<file path="config.mk">
export PLATFORM = sky130hd
export DESIGN_NAME = ipi_doorbell
export DESIGN_NICKNAME = d
export VERILOG_FILES = /design/src/rtl/ipi_pkg.sv /design/src/rtl/ipi_port_merge.sv /design/src/rtl/ipi_bell_slice.sv /design/src/rtl/ipi_doorbell.sv
export SDC_FILE = /design/constraint.sdc
export NUM_CORES = 1
export LEC_CHECK = 0
export ABC_AREA = 1
export BUFFER_PORTS_ARGS = -buffer_cell sky130_fd_sc_hd__buf_2
export CORE_UTILIZATION = 32
export DETAILED_ROUTE_END_ITERATION = 8
export GPL_ROUTABILITY_DRIVEN = 0
export PLACE_DENSITY_LB_ADDON = 0.1
export SLEW_MARGIN = 20
export SYNTH_ARGS = -nofsm -noshare
export SYNTH_HDL_FRONTEND = slang
export SYNTH_SLANG_ARGS = --single-unit
</file>
<file path="constraint.sdc">
create_clock -name clk -period 0.85 [get_ports clk]
set_input_delay 0.0425 -clock clk [delete_from_list [all_inputs] [get_ports clk]]
set_output_delay 0.0425 -clock clk [all_outputs]
set_load 0.02 [all_outputs]
</file>
<file path="src/rtl/ipi_pkg.sv">
package ipi_pkg;
    localparam int REG_W      = 32;
    localparam int FLAG_OFS   = 16;
    localparam int N_DSP_IRQ  = 4;
    localparam int N_HOST_IRQ = 2;
    localparam int N_SLOT     = 1 + N_DSP_IRQ + N_HOST_IRQ;

    // slot order: 0 = DSP NMI, 1..4 = DSP irq 0..3, 5..6 = host irq 0..1
    function automatic int slot_pos(input int s);
        if (s == 0)              return 0;
        else if (s <= N_DSP_IRQ) return 3 + s;
        else                     return 12 + (s - N_DSP_IRQ - 1);
    endfunction

    function automatic bit slot_host_owned(input int s);
        return (s <= N_DSP_IRQ);
    endfunction

    typedef struct packed {
        logic pulse;
        logic flag;
    } bell_t;
endpackage

</file>
<file path="src/rtl/ipi_port_merge.sv">
module ipi_port_merge
    import ipi_pkg::*;
(
    input  logic             h_we,
    input  logic [REG_W-1:0] h_wdata,
    input  logic             d_we,
    input  logic [REG_W-1:0] d_wdata,
    output logic [N_SLOT-1:0] fire,
    output logic [N_SLOT-1:0] clr
);
    logic unused_bits;
    assign unused_bits = ^{h_wdata, d_wdata};

    for (genvar s = 0; s < N_SLOT; s++) begin : g_slot
        localparam int TPOS = slot_pos(s);
        localparam int FPOS = TPOS + FLAG_OFS;
        if (slot_host_owned(s)) begin : g_host
            assign fire[s] = h_we & h_wdata[TPOS];
        end else begin : g_dsp
            assign fire[s] = d_we & d_wdata[TPOS];
        end
        // flag write value: host wins when both ports write
        assign clr[s] = h_we ? ~h_wdata[FPOS] : (d_we & ~d_wdata[FPOS]);
    end
endmodule

</file>
<file path="src/rtl/ipi_bell_slice.sv">
module ipi_bell_slice
    import ipi_pkg::*;
(
    input  logic clk,
    input  logic rst_n,
    input  logic fire,
    input  logic clr,
    output logic pulse_o,
    output logic flag_o
);
    bell_t bell_d, bell_q;

    always_comb begin
        bell_d       = bell_q;
        bell_d.pulse = fire;
        bell_d.flag  = fire | (bell_q.flag & ~clr);
    end

    always_ff @(posedge clk) begin
        if (!rst_n) bell_q <= '0;
        else        bell_q <= bell_d;
    end

    assign pulse_o = bell_q.pulse;
    assign flag_o  = bell_q.flag;

    p_pulse_after_fire_r2: assert property (@(posedge clk) disable iff (!rst_n)
        fire |=> pulse_o);
    p_pulse_single_r2: assert property (@(posedge clk) disable iff (!rst_n)
        !fire |=> !pulse_o);
    p_flag_on_fire_r5: assert property (@(posedge clk) disable iff (!rst_n)
        fire |=> flag_o);
    p_flag_sticky_r5: assert property (@(posedge clk) disable iff (!rst_n)
        (flag_o && !clr) |=> flag_o);
    p_clear_r6: assert property (@(posedge clk) disable iff (!rst_n)
        (clr && !fire) |=> !flag_o);
    p_set_wins_r9: assert property (@(posedge clk) disable iff (!rst_n)
        (fire && clr) |=> (flag_o && pulse_o));
endmodule

</file>
<file path="src/rtl/ipi_doorbell.sv">
module ipi_doorbell
    import ipi_pkg::*;
(
    input  logic                  clk,
    input  logic                  rst_n,
    input  logic                  h_we,
    input  logic [REG_W-1:0]      h_wdata,
    output logic [REG_W-1:0]      h_rdata,
    input  logic                  d_we,
    input  logic [REG_W-1:0]      d_wdata,
    output logic [REG_W-1:0]      d_rdata,
    output logic [N_DSP_IRQ-1:0]  dsp_irq,
    output logic                  dsp_nmi,
    output logic [N_HOST_IRQ-1:0] host_irq
);
    logic [N_SLOT-1:0] fire, clr, pulse, flag;
    logic [REG_W-1:0]  image;

    ipi_port_merge u_merge (
        .h_we    (h_we),
        .h_wdata (h_wdata),
        .d_we    (d_we),
        .d_wdata (d_wdata),
        .fire    (fire),
        .clr     (clr)
    );

    for (genvar s = 0; s < N_SLOT; s++) begin : g_bell
        ipi_bell_slice u_slice (
            .clk     (clk),
            .rst_n   (rst_n),
            .fire    (fire[s]),
            .clr     (clr[s]),
            .pulse_o (pulse[s]),
            .flag_o  (flag[s])
        );
    end

    always_comb begin
        image = '0;
        for (int s = 0; s < N_SLOT; s++) begin
            image[slot_pos(s) + FLAG_OFS] = flag[s];
        end
    end

    assign h_rdata  = image;
    assign d_rdata  = image;
    assign dsp_nmi  = pulse[0];
    assign dsp_irq  = pulse[N_DSP_IRQ:1];
    assign host_irq = pulse[N_SLOT-1:N_DSP_IRQ+1];

    p_dsp_owner_r8: assert property (@(posedge clk) disable iff (!rst_n)
        !h_we |=> (dsp_irq == '0 && !dsp_nmi));
    p_host_owner_r3: assert property (@(posedge clk) disable iff (!rst_n)
        !d_we |=> (host_irq == '0));
    p_no_flag_from_nothing_r5: assert property (@(posedge clk) disable iff (!rst_n)
        (!h_we && !d_we) |=> (h_rdata == $past(h_rdata)));
endmodule

</file>
# [Word level (Yosys, flattened, before mapping)]
# Index checks and enable logic that the tools add are counted.
[word_totals] elab_cells=70 input_bits=68 reg_bits=14
[op_classes] muxes=7 n_bitwise=49
[ops] operator="$and A1 B1 Y1" count=21
[ops] operator="$not A1 Y1" count=21
[ops] operator="$mux W1" count=7
[ops] operator="$or A1 B1 Y1" count=7

# [Logic depth before layout (Yosys ltp)]
# Gate-level depths: netlist (run 1).
[logic_depth] depth_word=6 depth_mapped=6 depth_no_buf=5

# [Cells and area by module]
# Synthesis (run 1) repeated with hierarchy kept, for this count alone.
[hier_totals] hier_cells=159 area_unflattened_um2=1067.3
[modules_own_cells] module="ipi_doorbell" seq_area_each_um2=0.0 area_each_um2=431.7 cells_per_inst=58 n_inst=1
[modules_own_cells] module="ipi_bell_slice" seq_area_each_um2=40.0 area_each_um2=60.1 cells_per_inst=7 n_inst=7
[modules_own_cells] module="ipi_port_merge" seq_area_each_um2=0.0 area_each_um2=215.2 cells_per_inst=52 n_inst=1

# [Worst setup path after synthesis (run 1)]
# OpenSTA, ideal clock, no wires.
[synth_timing] kind="reg-to-reg" start="reg g_bell[5].u_slice.bell_q, in the netlist g_bell[5].u_slice.flag_o" end="reg g_bell[5].u_slice.bell_q, in the netlist g_bell[5].u_slice.flag_o" period_less_slack_ns=0.601 stages_incl_launch_ff=5 setup_slack_ns=0.249 t_required_ns=0.791 setup_ns=0.059 arrival_time_ns=0.542 cell_sequence="dfxtp_1 nand2_1 nor2_1 nand2_1 nand2_1"
[synth_between] elab_chain_cells=2
[synth_lines] element="start, declared" line="ipi_bell_slice.sv:11" text="bell_t bell_d, bell_q;"
[synth_lines] element="start signal, assigned" line="ipi_bell_slice.sv:21" text="else bell_q <= bell_d;"
[synth_lines] element="$and A1 B1 Y1" line="ipi_bell_slice.sv:16" text="bell_d.flag = fire | (bell_q.flag & ~clr);"
[synth_lines] element="$or A1 B1 Y1" line="ipi_bell_slice.sv:16"
# Every way passes these cells.
# A chain may end at the register's enable or synchronous reset.

# [Final worst setup path (run 1)]
[layout_timing] start="reg g_bell[6].u_slice.bell_q, in the netlist g_bell[6].u_slice.flag_o" end="out d_rdata[29]"
[layout_rtl] element="start, declared" line="ipi_bell_slice.sv:11"
[layout_rtl] element="start signal, assigned" line="ipi_bell_slice.sv:21"
[layout_rtl] element="end, declared" line="ipi_doorbell.sv:11" text="output logic [REG_W-1:0] d_rdata,"
# No word-level cell between the ends.

==> results of run 1 <==
-- layer usage --
metal	global-route usage, %	wire length (µm)	up-vias	share of wire, %
met4	4.870	27	0	1.6
met3	2.132	180	2	10
li1	-	-	396	-
met5	0	0	-	0
met2	13.34	748	52	43
met1	11.89	767	335	45
-- flip-flops by register name, indices dropped and copies added, names as in the netlist --
signal,cells
g_bell.u_slice.flag_o,7
g_bell.u_slice.pulse_o,7
-- worst max path at each step --
stage                             startpoint                       end  cells after the start
floorplan           g_bell[5].u_slice.flag_o  g_bell[5].u_slice.flag_o                      4
global placement                        h_we  g_bell[2].u_slice.flag_o                      6
detailed placement                      h_we  g_bell[2].u_slice.flag_o                      6
CTS                 g_bell[2].u_slice.flag_o               h_rdata[21]                      1
global route        g_bell[0].u_slice.flag_o               d_rdata[16]                      1
finish              g_bell[6].u_slice.flag_o               d_rdata[29]                      1
-- area by class of cell --
type,instances,area (µm²),share of cell area [%]
tap,46,57.56,4.973
clock buffer,4,36.28,3.135
sequential,14,289.0,24.97
timing repair buffer,49,307.8,26.59
inverter,17,63.81,5.514
multi-input combinational,100,402.9,34.81
-- cell usage after synthesis --
| cell type | count | area, µm² |
|---|---|---|
| sky130_fd_sc_hd__buf_6 | 1 | 11.26 |
| sky130_fd_sc_hd__a21oi_1 | 5 | 25.02 |
| sky130_fd_sc_hd__dfxtp_1 | 14 | 280.3 |
| sky130_fd_sc_hd__buf_2 | 1 | 5.000 |
| sky130_fd_sc_hd__conb_1 | 1 | 3.750 |
| sky130_fd_sc_hd__buf_4 | 71 | 533.0 |
| sky130_fd_sc_hd__nor2_1 | 15 | 56.30 |
| sky130_fd_sc_hd__inv_1 | 17 | 63.81 |
| sky130_fd_sc_hd__nand3_1 | 2 | 10.01 |
| sky130_fd_sc_hd__nand3b_1 | 5 | 37.54 |
| sky130_fd_sc_hd__nand2_1 | 23 | 86.33 |
-- timing repair --
action	in CTS	in global routing
cloned	0	0
gates resized for setup	11	10
endpoints found under the setup margin	14	12
hold buffers	2	0
endpoints found under the hold margin	2	0
pin swaps	0	0
-- power by group through the flow --
stage	Clock [µW]	Sequential, µW	Combinational, µW
5_1_grt	519	719	570
4_1_cts	499	710	512
6_report	480	712	518
2_1_floorplan	0	722	607
3_5_place_dp	0	723	488
3_3_place_gp	0	721	489
-- per-stage QoR --
stage / hold slack, ns / utilization [%] / cells / total power (µW) / instance area [µm²]
after floorplan: 0.1793 / - / 204 / 1328 / 1296
after global placement: 0.2900 / 31.68 / 224 / 1210 / 1057
after detailed placement: 0.2897 / 31.68 / 224 / 1211 / 1057
after CTS: 0.001010 / 34.16 / 230 / 1720 / 1140
after global routing: 0.001365 / 34.68 / 230 / 1807 / 1157
final: 0.009488 / 34.68 / 230 / 1710 / 1157
-- logic make-up (layout without fill, tap and decap cells) --
family                 count (synthesis)  in the layout  synth area share, %
DFF                                   14             14                25.20
AOI/OAI and AO/OA                      5              5                2.249
buffers and inverters                 90             70                55.12
other                                  1             50               0.3371
and+or+nand+nor                       45             45                17.10
==> results by group, run 1 <==
Global route
  • Leftover overflow at the end of global routing: 0
  • Vias in the first global route: between 500 and 600
  • Wire length of the first global-routing pass: 2352 µm
  • Maximum number of pins on one net before global-route repair: 11
  • GRT Overall Usage: just under 9%
  • Antenna violations before repair: 0

Synthesis
  • Flops & latches, synth: 14
  • Total number of yosys warnings: 0
  • Sequential element share of the synthesized area: 25.20%
  • Number of standard cells after synthesis: 155
  • Count of different cell masters after synthesis: 11
  • Mean post-synth cell area: 7.176 µm²
  • Post-synthesis instance area: around 1100 µm²

STA
  • Final worst-path cycle share: 94.86%
  • Final count of hold timing violations: 0
  • Setup repair after global routing missed its margin: false
  • Min Tclk post-route: 0.8063 ns
  • Skew final: 0 ns
  • Slew Viols, Final: 0
  • Final setup viols: 0
  • Timing-limited maximum frequency: 1240 MHz
  • Min setup slack post-route: 0.04372 ns
  • Total Neg Setup Slack: 0 ns

Hold path
  • Critical hold path startpoint: h_wdata[4]
  • Endpoint, Worst Hold: g_bell[1].u_slice.pulse_o
  • Worst hold path depth: 3
  • HP Class: in -> reg

Finish
  • Most frequent standard cell in the layout excluding fill and tap cells: sky130_fd_sc_hd__conb_1
  • Fillers: between 300 and 400
  • Fin nets: 253
  • Number of antenna cells inserted: 0
  • Proportion of layout cells with a drive suffix above 1: 31.52%
  • Most frequent cells in the layout: sky130_fd_sc_hd__conb_1, sky130_fd_sc_hd__buf_2, sky130_fd_sc_hd__nand2_1, sky130_fd_sc_hd__inv_1
  • P&R area growth vs syn: 4.049%

Power
  • Sw frac: 35.44%
  • Cell Pwr Density: about 1500 nW/µm²
  • Leak: roughly 0.00074 µW
  • Clk pwr share: 28.1%
  • Internal Power: 1104 µW
  • Worst-case vdd ir drop: between 300 and 400 µV
  • Share of power burned in registers: 41.7%
  • Proportion of power drawn by combinational gates: roughly 30%
  • P_sw: 606.1 µW

Clock tree
  • Setup repair bufs after CTS: 0
  • Clock root buffer: sky130_fd_sc_hd__clkbuf_4
  • Clock net sink count: 14
  • Maximum clock insertion buffer count: 2
  • CTS Buf Count: 3
  • Depth of the CTS H-tree: 1
  • Skew-Pair Late Insertion Delay: 0.27 ns
  • Clock Pin Slew Worst Setup and Hold Paths: 0.09 ns
  • CTS tree: built

Floorplan
  • Std-Cell Rows: 21
  • Die Ht: between 60 and 70 µm
  • Floorplan die area: 3716 µm²
  • Boundary Pins: ~140
  • Placeable core region: 3337 µm²
  • Initial Util: 33.33%
  • Width of the chip: 60.96 µm

Critical path
  • Worst setup SP type: register
  • Critical Path AT: 0.76 ns
  • Setup crit end kind: output pin
  • Crit path required time: 0.81 ns
  • Chain of cells forming the critical path: buf_4
  • Buffering stage count on the worst path with inverters included: 1
  • Max stage delay on crit path: 0.34 ns
  • Type of the setup path with the least slack: reg -> out
  • Worst Path Max Fanout: 3
  • Gate family responsible for the most delay along the worst path: flip-flops
  • Number of cells traversed by the worst register-to-register path: 4
  • Slowest cell on crit path: sky130_fd_sc_hd__dfxtp_2
  • Startpoint of the most critical register-to-register path: g_bell[6].u_slice.flag_o
  • Reg2reg end: g_bell[6].u_slice.flag_o
  • Setup slack of the most critical reg-to-reg path: 0.20 ns

Route
  • Drt via density: between 3 and 4
  • Final wirelength: 1723 µm
  • Post-DRT Antenna Nets: 0
  • Post-route DRC: 0
  • Number of vias in the routed layout: 785
  • Iter 0 DRT Violations: 13
  • Wirelength per Cell: 7.491 µm
  • First-pass iteration count of the detailed router: 4

Status
  • Status: finished clean

Placed design
  • Final HPWL from detailed placement: ~1400 µm
  • Input/output buffers: 45
  • Pre-CTS worst setup slack: 0.1055 ns

Job
  • Max-cap violations: 0
(Power assumes the default switching activity.)
==> run 2: changes to the inputs <==
- CTS_CLUSTER_SIZE: unset -> 25
- SYNTH_HIERARCHICAL: unset -> 1
==> run 2 against run 1 <==
Net effect:
- cell count is 5.7% higher
- sequential cell count stayed put
- highest routed layer is now met3
- sequential power is 0.7% higher
- critical endpoint is now h_rdata[28]
- largest cell class unchanged
- count of clock-buffer cells in the layout stayed put
- via count is 4.3% higher
- sequential share of layout area is 0.32 points lower
- synthesized cell count is 2.6% higher
==> results by group, run 2 <==
Floorplan
  • Boundary Pins: roughly 140
  • Std-Cell Rows: 20
  • Die Ht: 59.75 µm
  • Placeable core region: a little over 3000 µm²
  • Initial Util: 34.40%
  • Width of the chip: 59.75 µm
  • Floorplan die area: around 3600 µm²

Critical path
  • Max stage delay on crit path: roughly 0.36 ns
  • Crit path required time: 0.81 ns
  • Slowest cell on crit path: sky130_fd_sc_hd__dfxtp_2
  • Worst Path Max Fanout: 3
  • Setup crit end kind: output pin
  • Type of the setup path with the least slack: reg -> out
  • Critical Path AT: 0.78 ns
  • Chain of cells forming the critical path: buf_4
  • Worst setup SP type: register
  • Gate family responsible for the most delay along the worst path: flip-flops
  • Buffering stage count on the worst path with inverters included: 1

Synthesis
  • Share of flip-flops with an asynchronous set or reset after synthesis: 0%
  • Mux cell area share after synthesis: 0%
  • Number of standard cells after synthesis: 159
  • Leading post-synthesis cells by instance count: sky130_fd_sc_hd__buf_4, sky130_fd_sc_hd__inv_1, sky130_fd_sc_hd__nand2_1
  • Most used standard cell by instance count after synthesis: sky130_fd_sc_hd__buf_4
  • Total number of yosys warnings: 6
  • Count of different cell masters after synthesis: 7
  • Leading register cell type out of synthesis: sky130_fd_sc_hd__dfxtp_1
  • Post-synthesis xor/xnor area fraction: 0%
  • Sequential element share of the synthesized area: 26.26%
  • Synth Area in Simple Gates: 18.87%
  • Flops & latches, synth: 14
  • Fraction of synthesized cell area taken by the top area cell type: 40.80%
  • Combinational family with the most area after synthesis: buffers and inverters
  • Post-synthesis instance area: 1067 µm²
  • Mean post-synth cell area: approximately 6.7 µm²
  • Synth top area cells: sky130_fd_sc_hd__buf_4, sky130_fd_sc_hd__dfxtp_1, sky130_fd_sc_hd__inv_1
  • Post-Synth Adder-Cell Area: 0%
  • Post-synthesis compound-gate area fraction: 0%
  • Post-synthesis cell type with the largest combined area: sky130_fd_sc_hd__buf_4
  • Post-synth EDFFs: 0

Route
  • First-pass iteration count of the detailed router: 4
  • Final wirelength: 1866 µm
  • Wirelength per Cell: approximately 7.7 µm
  • Drt via density: roughly 3.4
  • Number of vias in the routed layout: between 800 and 900
  • Iter 0 DRT Violations: 23
  • Post-DRT Antenna Nets: 0
  • Post-route DRC: 0

Placed design
  • Pre-CTS worst setup slack: 0.07308 ns
  • Final HPWL from detailed placement: 1473 µm
  • Number of instances in the placed design: 239
  • Input/output buffers: 45

Clock tree
  • Skew-Pair Late Insertion Delay: slightly below 0.3 ns
  • Clock root buffer: sky130_fd_sc_hd__clkbuf_4
  • CTS tree: built
  • Cts-stage hold buffer count: 0
  • Depth of the CTS H-tree: 1
  • Clock Pin Slew Worst Setup and Hold Paths: 0.09 ns
  • Clock net sink count: 14
  • CTS Buf Count: 3
  • Maximum clock insertion buffer count: 2

Finish
  • Fin nets: 268
  • Number of standard cells in the layout, taps in and fillers out: 243
  • Most frequent cells in the layout: sky130_fd_sc_hd__conb_1, sky130_fd_sc_hd__inv_1, sky130_fd_sc_hd__nand2_1, sky130_fd_sc_hd__buf_2, sky130_fd_sc_hd__buf_4
  • Most frequent standard cell in the layout excluding fill and tap cells: sky130_fd_sc_hd__conb_1
  • Utilization of the core after routing: 37.78%
  • P&R area growth vs syn: 9.847%
  • Proportion of layout cells with a drive suffix above 1: 28.64%
  • Fillers: 375
  • Number of antenna cells inserted: 0

STA
  • Skew final: 0 ns
  • Hold slack final: about 0.033 ns
  • Final count of hold timing violations: 0
  • Final worst-path cycle share: 97.31%
  • Final setup viols: 0
  • Setup repair after global routing missed its margin: true
  • Min setup slack post-route: 0.02284 ns
  • Slew Viols, Final: 0
  • Min Tclk post-route: ~0.83 ns
  • Timing-limited maximum frequency: 1209 MHz

Power
  • Power after layout: 1726 µW
  • Leak: 0.0008667 µW
  • Worst-case vdd ir drop: between 700 and 800 µV
  • Cell Pwr Density: 1472 nW/µm²

Hold path
  • HP Class: in -> reg

Status
  • Status: finished clean

Global route
  • Maximum number of pins on one net before global-route repair: 15
  • Vias in the first global route: 569
  • Wire length of the first global-routing pass: 2504 µm
  • Antenna violations before repair: 0
  • Leftover overflow at the end of global routing: 0
  • GRT Overall Usage: 9.464%

Job
  • Max-cap violations: 0
-- run 2: cell types whose count changed after synthesis, sizes merged --
cell    delta
nand2     +12
inv       +19
nor2      -15
buf       -14
nand3     +12
a21oi      -5
nand3b     -5
-- run 2: stage by stage --
step,setup TNS (ns),instance area (µm²)
3_3_place_gp,0,1092
4_1_cts,-0.1192,1145
3_5_place_dp,0,1092
5_1_grt,-0.06483,1172
6_report,0,1172
2_1_floorplan,0,1251
-- run 2: per-layer routing --
layer  share of wire, %  up-vias  GRT usage, %  routed length [µm]
met5                  0        -             0                   0
met4                  0        0        0.9967                   0
met3                 12        0         4.545                 216
met2                 48       55         16.03                 891
met1                 41      336         11.14                 759
li1                   -      428             -                   -
-- run 2: where the power goes --
group          total (µW)  switching, µW  internal (µW)
combinational         525            383            142
clock                 483            223            261
sequential            717           20.8            696
total                1730            626           1100
-- run 2: final cells by class --
cell class	count	area, µm²	area share [%]
Tap cell	44	55.05	4.696
Multi-Input combinational cell	99	389.1	33.19
Sequential cell	14	289.0	24.65
Inverter	36	135.1	11.53
Timing Repair Buffer	46	267.8	22.84
Clock buffer	4	36.28	3.095
-- run 2: worst paths after layout --
check	from	to	slack, ns	cells after the start
setup reg to reg	g_bell[5].u_slice/flag_o	g_bell[5].u_slice/flag_o	0.29	2
hold / removal	h_wdata[0]	g_bell[0].u_slice/pulse_o	0.03	5
hold reg to reg	g_bell[0].u_slice/flag_o	g_bell[0].u_slice/flag_o	0.48	2
setup / recovery	g_bell[5].u_slice/flag_o	h_rdata[28]	0.02	1
-- run 2: cell families after synthesis --
kind of cell	count (synthesis)
buffers and inverters	95
DFF	14
other	1
and+or+nand+nor	49
-- run 2: what timing repair did --
item | CTS | global route
buffers inserted | 0 | 0
pin swaps | 0 | 0
endpoints found under the setup margin | 14 | 14
gates resized for setup | 8 | 13
==> run 3: changes to the inputs <==
- CTS_BUF_LIST: unset -> sky130_fd_sc_hd__clkbuf_4 sky130_fd_sc_hd__clkbuf_8
- REMOVE_ABC_BUFFERS: unset -> 1
==> run 3 against run 2 <==
Net effect:
- setup slack better by 0.011 ns
- critical path depth stayed put
- global-route usage is 0.45 points higher
- total power is 0.23% lower
- sequential cell count stayed put
- register-to-register slack hardly changed
- die area stayed put
- maximum frequency is 1.4% higher
- design area stayed put
- wire length is 5.1% lower
- sequential share of layout area stayed put
==> results by group, run 3 (synthesized netlist as in run 2, its figures left out) <==
Critical path
  • Max stage delay on crit path: 0.35 ns
  • Type of the setup path with the least slack: reg -> out
  • Chain of cells forming the critical path: buf_4
  • Setup slack of the most critical reg-to-reg path: 0.28 ns
  • Number of cells traversed by the worst register-to-register path: 2
  • Worst setup SP type: register
  • Worst Path Max Fanout: 3
  • Buffering stage count on the worst path with inverters included: 1
  • Gate family responsible for the most delay along the worst path: flip-flops
  • Reg2reg end: g_bell[6].u_slice/flag_o
  • Crit path required time: 0.81 ns
  • Slowest cell on crit path: sky130_fd_sc_hd__dfxtp_2
  • Startpoint of the most critical register-to-register path: g_bell[6].u_slice/flag_o
  • Critical Path AT: 0.77 ns
  • Setup crit end kind: output pin

STA
  • Final count of hold timing violations: 0
  • Min Tclk post-route: 0.8160 ns
  • Timing-limited maximum frequency: ~1200 MHz
  • Final setup viols: 0
  • Slew Viols, Final: 0
  • Setup repair after global routing missed its margin: true
  • Skew final: 0 ns
  • Final worst-path cycle share: 96.00%

Global route
  • Antenna violations before repair: 0
  • Leftover overflow at the end of global routing: 0
  • GRT Overall Usage: 9.914%
  • Vias in the first global route: 600
  • Wire length of the first global-routing pass: 2587 µm
  • Maximum number of pins on one net before global-route repair: 15

Route
  • Number of vias in the routed layout: 836
  • Post-route DRC: 0
  • Iter 0 DRT Violations: 15
  • Post-DRT Antenna Nets: 0
  • Drt via density: 3.440
  • First-pass iteration count of the detailed router: 3
  • Wirelength per Cell: 7.284 µm
  • Final wirelength: 1770 µm

Clock tree
  • Clock net sink count: 14
  • Setup repair bufs after CTS: 0
  • Depth of the CTS H-tree: 1
  • Skew-Pair Late Insertion Delay: around 0.28 ns
  • CTS Buf Count: 3
  • Clock Pin Slew Worst Setup and Hold Paths: ~0.090 ns
  • Clock root buffer: sky130_fd_sc_hd__clkbuf_4
  • CTS tree: built
  • Maximum clock insertion buffer count: 2

Placed design
  • Input/output buffers: 45
  • Final HPWL from detailed placement: 1374 µm

Finish
  • Fin nets: between 200 and 300
  • P&R area growth vs syn: 9.847%
  • Proportion of layout cells with a drive suffix above 1: 28.64%
  • Utilization of the core after routing: 37.78%
  • Most frequent standard cell in the layout excluding fill and tap cells: sky130_fd_sc_hd__conb_1
  • Most frequent cells in the layout: sky130_fd_sc_hd__conb_1, sky130_fd_sc_hd__inv_1, sky130_fd_sc_hd__nand2_1, sky130_fd_sc_hd__buf_2, sky130_fd_sc_hd__buf_4
  • Number of antenna cells inserted: 0

Floorplan
  • Std-Cell Rows: 20
  • Boundary Pins: approximately 140
  • Floorplan die area: 3570 µm²
  • Die Ht: 59.75 µm
  • Placeable core region: approximately 3100 µm²
  • Initial Util: approximately 34%
  • Width of the chip: 59.75 µm

Power
  • Leak: 0.0008667 µW
  • Cell Pwr Density: 1469 nW/µm²
  • Worst-case vdd ir drop: 990.2 µV
  • Power after layout: between 1500 and 2000 µW

Job
  • Max-cap violations: 0

Hold path
  • Critical hold path startpoint: h_wdata[0]
  • Worst hold path depth: 5
  • Endpoint, Worst Hold: g_bell[0].u_slice/pulse_o
  • HP Class: in -> reg

Status
  • Status: finished clean
-- run 3: layer usage --
| metal | track usage, % | vias to the layer above | wire, µm | part of all wire, % |
|---|---|---|---|---|
| met5 | 0 | - | 0 | 0 |
| met4 | 2.990 | 0 | 19 | 1.1 |
| met3 | 4.113 | 2 | 186 | 11 |
| met2 | 17.30 | 60 | 840 | 47 |
| met1 | 10.88 | 345 | 724 | 41 |
| li1 | - | 429 | - | - |
-- run 3: power breakdown --
part | switching, µW | leakage, µW | internal [µW]
registers | 20.2 | 0.000118 | 696
clock network | 221 | 0.0000210 | 260
logic | 381 | 0.000728 | 142
-- run 3: cell type report --
| type | instances | area [µm²] |
|---|---|---|
| Multi-Input combinational cell | 99 | 389.1 |
| Inverter | 36 | 135.1 |
| Fill cell | 365 | 1931 |
| Clock buffer | 4 | 36.28 |
| Timing Repair Buffer | 46 | 267.8 |
| Sequential cell | 14 | 289.0 |
| Tap cell | 44 | 55.05 |
-- run 3: worst max-delay path by stage --
stage,from,endpoint,slack (ns),cells after the start
floorplan,g_bell[0].u_slice/flag_o,g_bell[0].u_slice/flag_o,0.07,2
global placement,h_we,g_bell[3].u_slice/flag_o,0.08,7
detailed placement,h_we,g_bell[3].u_slice/flag_o,0.06,7
CTS,g_bell[0].u_slice/flag_o,h_rdata[16],-0.01,1
global route,g_bell[0].u_slice/flag_o,d_rdata[16],-0.01,1
finish,g_bell[6].u_slice/flag_o,h_rdata[29],0.03,1
-- run 3: what timing repair did --
item | 4_1_cts | 5_1_grt
gates resized for setup | 15 | 6
endpoints found under the setup margin | 14 | 11
gates cloned | 0 | 0
hold buffers | 0 | 0
-- run 3: per-stage QoR --
step | setup slack (ns) | hold slack, ns | setup TNS (ns) | instance area [µm²] | cells
global placement | 0.07947 | 0.3268 | 0 | 1092 | 239
floorplan | 0.07108 | 0.1586 | 0 | 804.5 | 149
global route | -0.01076 | 0.05272 | -0.03908 | 1172 | 243
CTS | -0.01471 | 0.02187 | -0.02928 | 1161 | 243
detailed placement | 0.06207 | 0.3296 | 0 | 1092 | 239
finish | 0.03403 | 0.03441 | 0 | 1172 | 243
